<file path="src/rtl/spi_uart.sv">
module spi_uart (
  input  logic clk,
  input  logic rst_n,
  input  logic cs_n,
  input  logic sclk,
  input  logic mosi,
  output logic miso,
  output logic txd,
  input  logic rxd,
  output logic rts_n,
  input  logic cts_n
);
  logic [2:0] cs_q, sck_q;
  logic [1:0] mo_q, rx_q, ct_q;

  always_ff @(posedge clk or negedge rst_n)
    if (!rst_n) begin
      cs_q <= '1; sck_q <= '0; mo_q <= '0; rx_q <= '1; ct_q <= '1;
    end else begin
      cs_q  <= {cs_q[1:0], cs_n};
      sck_q <= {sck_q[1:0], sclk};
      mo_q  <= {mo_q[0], mosi};
      rx_q  <= {rx_q[0], rxd};
      ct_q  <= {ct_q[0], cts_n};
    end

  wire cs_fall  = cs_q[2] & ~cs_q[1];
  wire cs_rise  = ~cs_q[2] & cs_q[1];
  wire sck_rise = ~cs_q[1] & ~sck_q[2] & sck_q[1];
  wire sck_fall = ~cs_q[1] & sck_q[2] & ~sck_q[1];

  logic [15:0] rx_sh, resp;
  logic [4:0]  nbit;
  logic [3:0]  oidx;
  logic [13:0] cfg;
  logic        r_flag, thr_full, fresh;
  logic [7:0]  rx_data;
  logic        rx_par, rx_fe;

  wire [1:0] cmd      = rx_sh[15:14];
  wire       frame_ok = cs_rise && nbit == 5'd16;
  wire       wr_data  = frame_ok && cmd == 2'b10 && !rx_sh[10];
  wire       rd_ack   = frame_ok && !cmd[0] && resp[15];

  assign miso = resp[~oidx];

  always_ff @(posedge clk or negedge rst_n)
    if (!rst_n) begin
      rx_sh <= '0; resp <= '0; nbit <= '0; oidx <= '0; cfg <= '0; rts_n <= 1'b1;
    end else begin
      if (cs_fall) begin
        nbit <= '0;
        oidx <= '0;
        resp <= {r_flag, ~thr_full, 14'd0};
      end
      if (sck_rise) begin
        rx_sh <= {rx_sh[14:0], mo_q[1]};
        if (nbit != 5'd17) nbit <= nbit + 5'd1;
        if (nbit == 5'd1)
          resp[13:0] <= mo_q[1] ? cfg : {3'b000, rx_fe, ~ct_q[1], rx_par, rx_data};
      end
      if (sck_fall) oidx <= oidx + 4'd1;
      if (frame_ok && cmd == 2'b11) cfg <= rx_sh[13:0];
      if (frame_ok && cmd == 2'b10) rts_n <= ~rx_sh[9];
    end

  logic [8:0] div, bcnt;
  always_comb
    case (cfg[3:0])
      4'd0:  div = 9'd1;
      4'd1:  div = 9'd2;
      4'd2:  div = 9'd4;
      4'd9:  div = 9'd6;
      4'd10: div = 9'd12;
      4'd11: div = 9'd24;
      4'd12: div = 9'd48;
      4'd13: div = 9'd96;
      4'd14: div = 9'd192;
      4'd15: div = 9'd384;
      default: div = 9'd2;
    endcase

  wire tick = bcnt >= div - 9'd1;
  always_ff @(posedge clk or negedge rst_n)
    if (!rst_n) bcnt <= '0;
    else        bcnt <= tick ? 9'd0 : bcnt + 9'd1;

  wire [3:0] nd  = cfg[4] ? 4'd7 : 4'd8;
  wire       pe  = cfg[5];
  wire       st2 = cfg[6];

  logic [8:0]  thr;
  logic        tx_busy;
  logic [11:0] tx_sh, tx_frame;
  logic [3:0]  tx_left, tx_sub;

  always_comb begin
    tx_frame    = '1;
    tx_frame[0] = 1'b0;
    for (int i = 0; i < 8; i++)
      if (i < int'(nd)) tx_frame[i+1] = thr[i];
    if (pe) tx_frame[nd + 4'd1] = thr[8];
  end

  always_ff @(posedge clk or negedge rst_n)
    if (!rst_n) begin
      thr <= '0; thr_full <= 1'b0; tx_busy <= 1'b0; tx_sh <= '1;
      tx_left <= '0; tx_sub <= '0; txd <= 1'b1;
    end else if (!tx_busy && thr_full) begin
      tx_sh    <= tx_frame;
      tx_left  <= 4'd2 + nd + {3'b000, pe} + {3'b000, st2};
      tx_sub   <= '0;
      tx_busy  <= 1'b1;
      thr_full <= 1'b0;
      txd      <= tx_frame[0];
    end else begin
      if (wr_data && !thr_full) begin
        thr      <= rx_sh[8:0];
        thr_full <= 1'b1;
      end
      if (tx_busy && tick) begin
        tx_sub <= tx_sub + 4'd1;
        if (tx_sub == 4'd15) begin
          tx_sh   <= {1'b1, tx_sh[11:1]};
          tx_left <= tx_left - 4'd1;
          if (tx_left == 4'd1) begin
            tx_busy <= 1'b0;
            txd     <= 1'b1;
          end else txd <= tx_sh[1];
        end
      end
    end

  logic       rx_act, rx_pb;
  logic [3:0] rx_sub, rx_idx;
  logic [7:0] rx_buf;
  wire        rxs     = rx_q[1];
  wire [3:0]  stop_k  = nd + {3'b000, pe};
  wire [3:0]  rx_k    = rx_idx - 4'd1;
  wire        rx_mid  = rx_act && tick && rx_sub == 4'd7;
  wire        rx_stop = rx_mid && rx_idx != 4'd0 && rx_k == stop_k;

  always_ff @(posedge clk or negedge rst_n)
    if (!rst_n) begin
      rx_act <= 1'b0; rx_sub <= '0; rx_idx <= '0; rx_buf <= '0; rx_pb <= 1'b0;
      r_flag <= 1'b0; fresh <= 1'b0; rx_data <= '0; rx_par <= 1'b0; rx_fe <= 1'b0;
    end else begin
      if (!rx_act) begin
        if (tick && !rxs) begin
          rx_act <= 1'b1; rx_sub <= '0; rx_idx <= '0; rx_buf <= '0; rx_pb <= 1'b0;
        end
      end else if (tick) begin
        rx_sub <= rx_sub + 4'd1;
        if (rx_sub == 4'd7) begin
          rx_idx <= rx_idx + 4'd1;
          if (rx_idx == 4'd0) begin
            if (rxs) rx_act <= 1'b0;
          end else if (rx_stop) rx_act <= 1'b0;
          else if (rx_k < nd) rx_buf[rx_k[2:0]] <= rxs;
          else rx_pb <= rxs;
        end
      end
      if (rx_stop) begin
        r_flag <= 1'b1; fresh <= 1'b1;
        rx_data <= rx_buf; rx_par <= rx_pb; rx_fe <= ~rxs;
      end else begin
        if (cs_fall) fresh <= 1'b0;
        if (rd_ack && !fresh) r_flag <= 1'b0;
      end
    end
endmodule

</file>
<file path="config.mk">
export PLATFORM = sky130hd
export DESIGN_NAME = spi_uart
export DESIGN_NICKNAME = d
export VERILOG_FILES = /design/src/rtl/spi_uart.sv
export SDC_FILE = /design/constraint.sdc
export NUM_CORES = 1
export LEC_CHECK = 0
export ABC_AREA = 1
export BUFFER_PORTS_ARGS = -buffer_cell sky130_fd_sc_hd__buf_2
export CAP_MARGIN = 20
export CORE_MARGIN = 3
export CORE_UTILIZATION = 57
export CTS_BUF_LIST = sky130_fd_sc_hd__clkbuf_4 sky130_fd_sc_hd__clkbuf_8 sky130_fd_sc_hd__clkbuf_16
export CTS_CLUSTER_DIAMETER = 40
export DETAILED_ROUTE_END_ITERATION = 6
export GPL_ROUTABILITY_DRIVEN = 0
export GPL_TIMING_DRIVEN = 0
export MAX_ROUTING_LAYER = met4
export PLACE_DENSITY = 0.79
export REMOVE_ABC_BUFFERS = 1
export SLEW_MARGIN = 20
export SYNTH_ARGS = -nofsm -noshare
export SYNTH_HDL_FRONTEND = slang
export SYNTH_SLANG_ARGS = --single-unit
</file>
<file path="constraint.sdc">
create_clock -name clk -period 8.4 [get_ports clk]
set_input_delay 1.26 -clock clk [delete_from_list [all_inputs] [get_ports clk]]
set_output_delay 1.26 -clock clk [all_outputs]
set_load 0.005 [all_outputs]
</file>
# After elaboration in Yosys (flattened, before gate mapping)
# Memory sizes are Yosys's and may differ from the RTL's.
# Cells that the tools add are included.
# word_totals
out_inout_bits	3
memories	1
romBits	144
ff_bits	139
input_bits	7
elab_cells	208
# mem_list
name	depth	word_bits	read_ports	rd_ports_with_merged_regs	write_ports	line	text
(no name shown)	16	9	1	0	0	69	case (cfg[3:0])
# classes
reduce_logical	40
n_mux	77
add_sub_neg	14
bitwise_logic	16
magnitude_cmp	15
eq_ne	15
# ops
op	count
two-way mux 14 bit	4
two-way mux 4 bit	14
two-way mux 8 bit	7
two-way mux 12 bit	4
two-way mux 1 bit	39
adder 4 x 1 -> 4 bit, second input constant	5
logical AND 1 bit	17
less-than comparator 3 x 4 -> 1 bit, first input constant	4
nonzero test 2 bit	8
two-way mux 5 bit	3
adder 4 x 1 -> 4 bit	3
bitwise mux 12 bit	1
AND reduction 6 bit	2
less-than comparator 4 x 5 -> 1 bit, second input constant	2
adder 9 x 1 -> 9 bit, second input constant	1
>= comparator 9 bit	1
two-way mux 9 bit	1
inverter 1 bit	9
subtractor 9 x 1 -> 9 bit, second input constant	1
bitwise mux 8 bit	1
less-than comparator 1 x 4 -> 1 bit, first input constant	2
less-than comparator 2 x 4 -> 1 bit, first input constant	2
inequality test 2 bit, second input constant	4
subtractor 4 x 1 -> 4 bit, second input constant	2
25 further kinds	40

# Logic depth before layout (Yosys ltp)
# Gate-level depths: netlist (run 1).
# logic_depth
word_depth	12
ltp_mapped	22
depth_no_buf	22

# Least setup slack after synthesis (run 1)
# Ideal clock, no wire load.
# synth_path
path_kind	reg-to-reg
startpoint	register cfg[1]
endpoint	register rx_buf[5]
setup_time_ps	117
required_ps	8283
stages_incl_launch_ff	23
period_less_slack_ps	2871
path_buffers	1
arrival_time_ps	2754
slack_ps	5529
cell_sequence	dfrtp_1 inv_1 ha_1 inv_1 o21ai_0 nor2_1 nand2_1 nor2_1 nand2_1 xor2_1 ha_1 nand2_1 nor2_1 nand2_1 nor2_1 nor2_1 nand2_4 o21ai_4 nor2_8 buf_6 nand4_1 nand2_1 nand2_1
# synth_between
elab_chain_len	9
word_cells_on_any_way	12
cone_classes	add/sub (1); order compare (1); eq/ne (2); reduce/logical (7); memory (1)
# synth_lines
item	line	text
start, declared	35	logic [13:0] cfg;
start signal, assigned	63	if (frame_ok && cmd == 2'b11) cfg <= rx_sh[13:0];
memory (16 x 9 bit) (*)	--	
subtractor 9 x 1 -> 9 bit (*)	83	wire tick = bcnt >= div - 9'd1;
>= comparator 9 bit (*)	83	
logical AND 1 bit (2 in series)	140	wire rx_mid = rx_act && tick && rx_sub == 4'd7;
logical AND 1 bit (2 in series)	141	wire rx_stop = rx_mid && rx_idx != 4'd0 && rx_k == stop_k;
inequality test 2 bit (no source line)	--	
AND reduction 6 bit (no source line) (*)	--	
end signal, assigned by index	159	else if (rx_k < nd) rx_buf[rx_k[2:0]] <= rxs;
end, declared	136	logic [7:0] rx_buf;
# Every way passes the cells marked *; elsewhere a longest branch is shown, timed or not.
# A chain may end at the register's enable or synchronous reset.

# Worst setup path after layout (run 1)
# layout_path
startpoint	register cfg[1]
endpoint	register rx_pb
# layout_between
elab_chain_len	9
word_cells_on_any_way	12
cone_classes	add/sub (1); order compare (1); eq/ne (2); reduce/logical (7); memory (1)
# layout_lines
item	line	text
memory (16 x 9 bit) (*)	--	
subtractor 9 x 1 -> 9 bit (*)	83	
>= comparator 9 bit (*)	83	
logical AND 1 bit (2 in series)	140	
logical AND 1 bit (2 in series)	141	
inequality test 2 bit (no source line)	--	
AND reduction 6 bit (no source line) (*)	--	
end signal, assigned	160	else rx_pb <= rxs;
end, declared	134	logic rx_act, rx_pb;
# Marks and branches as above.

==> results of run 1 <==
[cell type report]
| type | instances | area share |
|---|---|---|
| multi-input combinational | 541 | 0.3823 |
| clock buffer | 20 | 0.06130 |
| inverter | 95 | 0.04749 |
| tap | 143 | 0.02350 |
| clock inverter | 12 | 0.02268 |
| sequential | 136 | 0.4500 |
| timing repair buffer | 12 | 0.01282 |
[state kept, by name, summed over array words and instances, names as in the netlist, 5 cells and up]
| signal | count |
|---|---|
| rx_data | 8 |
| thr | 9 |
| resp | 16 |
| rx_sh | 16 |
| tx_sh | 9 |
| nbit | 5 |
| bcnt | 9 |
| rx_buf | 8 |
| cfg | 14 |
[metrics by stage]
| step | setup slack, ns | util |
|---|---|---|
| 2_1_floorplan | 5.146 | - |
| 3_3_place_gp | 4.284 | 0.5981 |
| 3_5_place_dp | 4.435 | 0.6031 |
| 4_1_cts | 4.405 | 0.6583 |
| 5_1_grt | 3.874 | 0.6583 |
| 6_report | 4.368 | 0.6583 |
[worst max-delay path, cell delays in order, from the launching register on]
cell	delay, ns
dfrtp_1	0.41
inv_1	0.16
ha_1	0.28
inv_1	0.08
o21ai_0	0.19
nor2_1	0.18
nand2_1	0.07
nor2_1	0.18
nand2_1	0.10
xor2_1	0.15
ha_1	0.30
nand2_1	0.05
nor2_1	0.14
nand2_1	0.08
nor2_1	0.09
nor2_1	0.07
nand2_4	0.21
nand4_2	0.73
nand3_1	0.32
o21ai_0	0.10
[worst paths after layout]
path,start,to,slack (ns)
worst max register to register,cfg[1]$_DFFE_PN0P_,rx_pb$_DFFE_PN0P_,4.37
min in group asynchronous,rst_n,nbit[2]$_DFF_PN0_,0.71
worst max-delay path,cfg[1]$_DFFE_PN0P_,rx_pb$_DFFE_PN0P_,4.37
max in group asynchronous,rst_n,rx_q[0]$_DFF_PN1_,6.90
worst min-delay path,cs_q[0]$_DFF_PN1_,cs_q[1]$_DFF_PN1_,0.35
worst min register to register,cs_q[0]$_DFF_PN1_,cs_q[1]$_DFF_PN1_,0.35
[report_power, final]
group | internal [mW] | total (mW) | switching (mW)
logic | 0.119 | 0.353 | 0.234
registers | 0.720 | 0.789 | 0.0687
clock network | 0.519 | 0.799 | 0.280
total | 1.36 | 1.94 | 0.583
[cells by family after synthesis]
kind of cell,after synthesis
AOI/OAI and AO/OA,157
buffers and inverters,123
adders and majority gates,31
muxes,1
and+or+nand+nor,339
DFF,136
xor gates and xnor gates,13
[cells in the final DEF (no fill, tap or decap), types with 3 or more instances in the layout]
cell / instances
ha_1: 30
clkbuf_8: 3
nor3_1: 6
dfrtp_1: 118
o31ai_1: 7
o21ai_1: 3
buf_2: 8
inv_1: 91
a21oi_1: 25
xnor2_1: 6
o21ai_0: 93
nor2_2: 5
xor2_1: 7
nor2_1: 51
nor3b_1: 3
inv_2: 3
nand3_1: 33
and3_1: 4
clkinv_2: 4
nand2_2: 3
bufinv_16: 4
dfstp_2: 18
o211ai_1: 14
clkbuf_16: 17
nand2_1: 204
nand4_1: 18
[per-layer routing]
metal | wire length [um] | GRT usage
met2 | 6645 | 0.3619
met1 | 6119 | 0.2828
met4 | 187 | 0.08294
met3 | 500 | 0.05117
met5 | 0 | -
==> impl_metrics.py, run 1 <==
metrics = {
    "run_status": {
        "outcome": "completed",
    },
    "routing": {
        "drc_errors": 0,
        "drt-initial-drc-count": 509,
        "drt_wl_total_mm": 13.45,
        "routedWlPerCell_um": 14.03,
        "viasPerCell": 5.514,
        "firstDrtPassIters": 6,
        "num_vias": 5288,
        "postRouteAntennaNets": 0,
    },
    "global_route": {
        "antenna_found_initial": 0,
        "grt_max_degree": 102,
        "grt_pass1_wl_mm": 23.45,
        "grt_usage": 0.2259,
        "grt-ovfl-total": 0,
        "grt_pass1_vias": 5264,
    },
    "synth": {
        "synth_fa_ha_area_frac": 0.05779,
        "yosys.area_share.simple": 0.2184,
        "yosysUniqueCellTypes": 48,
        "synth_top_family_by_area": "simple AND/OR/NAND/NOR gates",
        "synth_xor_area_frac": 0.01664,
        "synth_edf_count": 0,
        "synth_async_sr_flop_share": 1.000,
        "synth.mux.area_fraction": 0.001646,
        "syn-instance-count": 800,
        "yosys.area.top_type": "dfrtp_1",
        "synth_common_cells": "nand2_1, dfrtp_1, o21ai_0, inv_1, nor2_1",
        "synth_compound_area_frac": 0.1302,
        "syn_area_mm2": 0.006842,
        "synthTopCellsByArea": "dfrtp_1, nand2_1, dfstp_2, o21ai_0, ha_1",
        "synth.avg_cell_area_um2": 8.552,
        "synth_top_area_frac": 0.4316,
        "yosys_warnings": 0,
        "ys_seq_area_frac": 0.5007,
        "synth-seq-cells": 136,
        "ys.flop_type": "dfrtp_1",
        "yosysMostFrequentCell": "nand2_1",
    },
    "critical_path": {
        "cp-end-kind": "flip-flop",
        "worstRegToRegCells": 19,
        "crit_required_ns": 8.68,
        "path_max_fanout": 39,
        "critPathArrivalTime_ns": 4.32,
        "path_class": "flip-flop to flip-flop",
        "worstSetupStartpointType": "flip-flop",
    },
    "die": {
        "die_h_um": 115.6,
        "dieArea_mm2": 0.01335,
        "die_x_um": 115.6,
        "rows": 39,
        "io_pins": 10,
        "start_util": 0.5916,
        "core_area_mm2": 0.01156,
    },
    "sta": {
        "rsz0062_at_grt": "false",
        "timing.final.crit_period_ns": 4.032,
        "fin_skew_ns": 0.006141,
        "worst_pin_slew_ns": 1.016,
        "relSlewSlack": 0.3222,
        "fin_tns_setup_ns": 0,
        "finalMaxSlewViolations": 0,
        "whs_ns": 0.3546,
        "min_period_over_period": 0.4800,
        "finalSetupViolCount": 0,
        "hold_viol": 0,
        "fmax_mhz": 248.0,
    },
    "place": {
        "portBuffers": 9,
        "place_inst": 927,
        "dpl.hpwl_mm": 8.949,
        "dpl-instance-area_mm2": 0.006974,
    },
    "clock_tree": {
        "clock_sinks": 136,
        "clock_path_buffers": 2,
        "cts_tree": "built",
        "htreeDepth": 4,
        "holdBufCountCts": 0,
        "ctsResizeCount": 0,
        "clk_pin_slew_ns": 0.06,
        "clock_latency_ns": 0.41,
        "numCtsBuffers": 17,
        "cts_setup_buffers": 0,
        "ctsRootBufferMaster": "clkbuf_16",
    },
    "power": {
        "peakVddDrop_mv": 0.2055,
        "p_per_area_mw_per_mm2": 254.9,
        "p_total_mw": 1.941,
        "p_leak_nw": 3.653,
    },
    "layout": {
        "insertedDiodeCount": 0,
        "area_growth_pct": 11.28,
        "multi_input_area_mm2": 0.002910,
        "final_layout_size_suffix_gt1_frac": 0.1091,
        "nets": 841,
        "seq_area_mm2": 0.003426,
        "fill_cells": 908,
        "stdcell_area_mm2": 0.007614,
        "stdcell_count": 959,
    },
    "flow_run": {
        "max_cap_violations": 0,
    },
    "worst_hold_path": {
        "hold_path_class": "flip-flop to flip-flop",
        "hold_path_depth": 0,
    },
}
Note: power is estimated with default switching activity, not from simulation.
==> run 2, diff against run 1 <==
==> constraint.sdc (replaced) <==
create_clock -name clk -period 3.8 [get_ports clk]
set_input_delay 0.57 -clock clk [delete_from_list [all_inputs] [get_ports clk]]
set_output_delay 0.57 -clock clk [all_outputs]
set_load 0.005 [all_outputs]
==> run 2 against run 1 <==
  * Maximum frequency is 17% higher
  * Clock-buffer cell count stayed put
  * Sequential cell count stayed put
  * Global-route usage is 0.069 points higher
  * Non-clock buffer count is 4 higher
  * Combinational power is 130% higher
  * First-iteration DRC count is 9.6% higher
  * Design area is 1.2% higher
  * Die area stayed put
  * Largest cell class unchanged
==> impl_metrics.py, run 2 (same netlist as run 1, synthesis figures left out) <==
metrics = {
    "die": {
        "die_h_um": 115.6,
        "dieArea_mm2": 0.01335,
        "io_pins": 10,
        "rows": 39,
        "die_x_um": 115.6,
        "core_area_mm2": 0.01156,
        "start_util": 0.5916,
    },
    "layout": {
        "final_layout_size_suffix_gt1_frac": 0.1214,
        "seq_area_mm2": 0.003426,
        "reg_top3": "resp: 16 flops, rx_sh: 16 flops, cfg: 14 flops",
        "fill_cells": 894,
        "final_cell_mix": "nand2_1, dfrtp_1, o21ai_0",
        "insertedDiodeCount": 0,
        "multi_input_area_mm2": 0.002974,
        "area_growth_pct": 12.66,
        "nets": 849,
        "final_util": 0.6665,
        "final_common_cell": "nand2_1",
    },
    "routing": {
        "firstDrtPassIters": 6,
        "routedWlPerCell_um": 14.54,
        "postRouteAntennaNets": 0,
        "drt-initial-drc-count": 558,
        "viasPerCell": 5.569,
        "drc_errors": 0,
        "drt_wl_total_mm": 14.06,
        "num_vias": 5385,
    },
    "critical_path": {
        "path_class": "flip-flop to flip-flop",
        "critPathArrivalTime_ns": 3.79,
        "path_cells": "inv_1 -> ha_1 -> inv_1 -> o21ai_0 -> nor2_1 -> nand2_1 -> nor2_2 -> nand2_1 -> xor2_1 -> ha_1 -> nand2_1 -> nor2_1 -> nand2_1 -> nor2_1 -> nor2_2 -> nand2_4 -> o21ai_4 -> nor2_4 -> nand4_1 -> o21ai_0",
        "path_max_fanout": 13,
        "slowest_stage": "dfrtp_1",
        "crit_required_ns": 4.13,
        "cp-end-kind": "flip-flop",
        "crit_top_cell": "nand2_1",
        "cpPeakStageDelay_ns": 0.39,
        "worstSetupStartpointType": "flip-flop",
    },
    "clock_tree": {
        "htreeDepth": 4,
        "cts_tree": "built",
        "clk_pin_slew_ns": 0.06,
        "numCtsBuffers": 17,
        "ctsRootBufferMaster": "clkbuf_16",
        "clock_latency_ns": 0.41,
        "holdBufCountCts": 0,
        "clock_path_buffers": 2,
        "clock_sinks": 136,
    },
    "power": {
        "p_total_mw": 4.335,
        "p_per_area_mw_per_mm2": 562.5,
        "peakVddDrop_mv": 0.4697,
        "p_leak_nw": 3.680,
    },
    "global_route": {
        "grt_max_degree": 102,
        "grt_pass1_wl_mm": 23.53,
        "grt_usage": 0.2266,
        "grt-ovfl-total": 0,
        "grt_pass1_vias": 5266,
        "antenna_found_initial": 0,
    },
    "sta": {
        "rsz0062_at_grt": "false",
        "relSlewSlack": 0.3167,
        "finalMaxSlewViolations": 0,
        "fin_tns_setup_ns": 0,
        "fin_skew_ns": 0.007481,
        "timing.final.crit_period_ns": 3.461,
        "finalSetupViolCount": 0,
        "fmax_mhz": 288.9,
        "hold_viol": 0,
        "worst_pin_slew_ns": 1.024,
        "min_period_over_period": 0.9108,
    },
    "worst_hold_path": {
        "hold_path_class": "primary input to async pin",
    },
    "run_status": {
        "outcome": "completed",
    },
    "place": {
        "portBuffers": 9,
        "dpl.hpwl_mm": 8.949,
    },
    "flow_run": {
        "max_cap_violations": 0,
    },
}
==> run 2: changes by cell type in the layout (fill, tap and decap cells not counted), moves of 2 or more <==
cell     previous run  this run
buf_4               2         6
nand4_4             0         2
nor2_1             51        49
nor2_2              5         7
nor2_4              1         3
==> run 2: critical path, delay by kind of cell (launching register included) <==
family,cells,cell delay [ns]
buf+inv,2,0.23
flops,1,0.39
xor+xnor,1,0.15
simple gates,12,1.56
compound gates,3,0.48
fa+ha+maj,2,0.57
==> run 2: final timing paths <==
| path | start | end | slack [ns] | cells past startpoint |
|---|---|---|---|---|
| worst max-delay path | cfg[0]$_DFFE_PN0P_ | rx_idx[2]$_DFFE_PN0P_ | 0.34 | 20 |
| worst min-delay path | rst_n | nbit[2]$_DFF_PN0_ | 0.02 | 1 |
| worst max register to register | cfg[0]$_DFFE_PN0P_ | rx_idx[2]$_DFFE_PN0P_ | 0.34 | 20 |
| worst min register to register | cs_q[0]$_DFF_PN1_ | cs_q[1]$_DFF_PN1_ | 0.35 | 0 |
| max in group asynchronous | rst_n | tx_sh[2]$_DFFE_PN1P_ | 2.99 | 2 |
| min in group clk | cts_n | ct_q[0]$_DFF_PN1_ | 0.25 | 1 |
==> run 2: final cells by class <==
type / count / share of cell area
clock buffer: 20 / 0.06055
tap: 143 / 0.02321
multi-input combinational: 545 / 0.3859
clock inverter: 12 / 0.02240
sequential: 136 / 0.4445
inverter: 95 / 0.04692
timing repair buffer: 16 / 0.01656
==> run 2: stage by stage <==
stage                     setup WS (ns)  instances  hold slack, ns  cell area (um^2)
after global routing            0.04422        967         0.01800              7707
after detailed placement        -0.1654        927          0.3459              6974
after global placement          -0.3158        924          0.3335              6917
final                            0.3389        967         0.01552              7707
after CTS                        0.1491        959         0.01656              7622
after floorplan                  0.5456        772          0.2744              6693
==> run 2: repair_timing <==
action	4_1_cts	5_1_grt
resized for setup	1	4
setup endpoints to repair	20	35
gates cloned	0	4
pin swaps	0	5
buffers inserted	0	4
==> run 2: power breakdown <==
group          internal [mW]  switching, mW  leakage [nW]
combinational          0.269          0.549          1.58
sequential              1.59          0.158          1.79
clock                   1.15          0.620         0.312
total                   3.01           1.33          3.68
==> run 2: metal layers <==
layer	part of all wire	GRT usage	up-vias
met3	0.042	0.05117	27
met1	0.45	0.2832	2567
met2	0.49	0.3638	136
met4	0.017	0.08294	0
met5	0	-	-
li1	-	-	2655
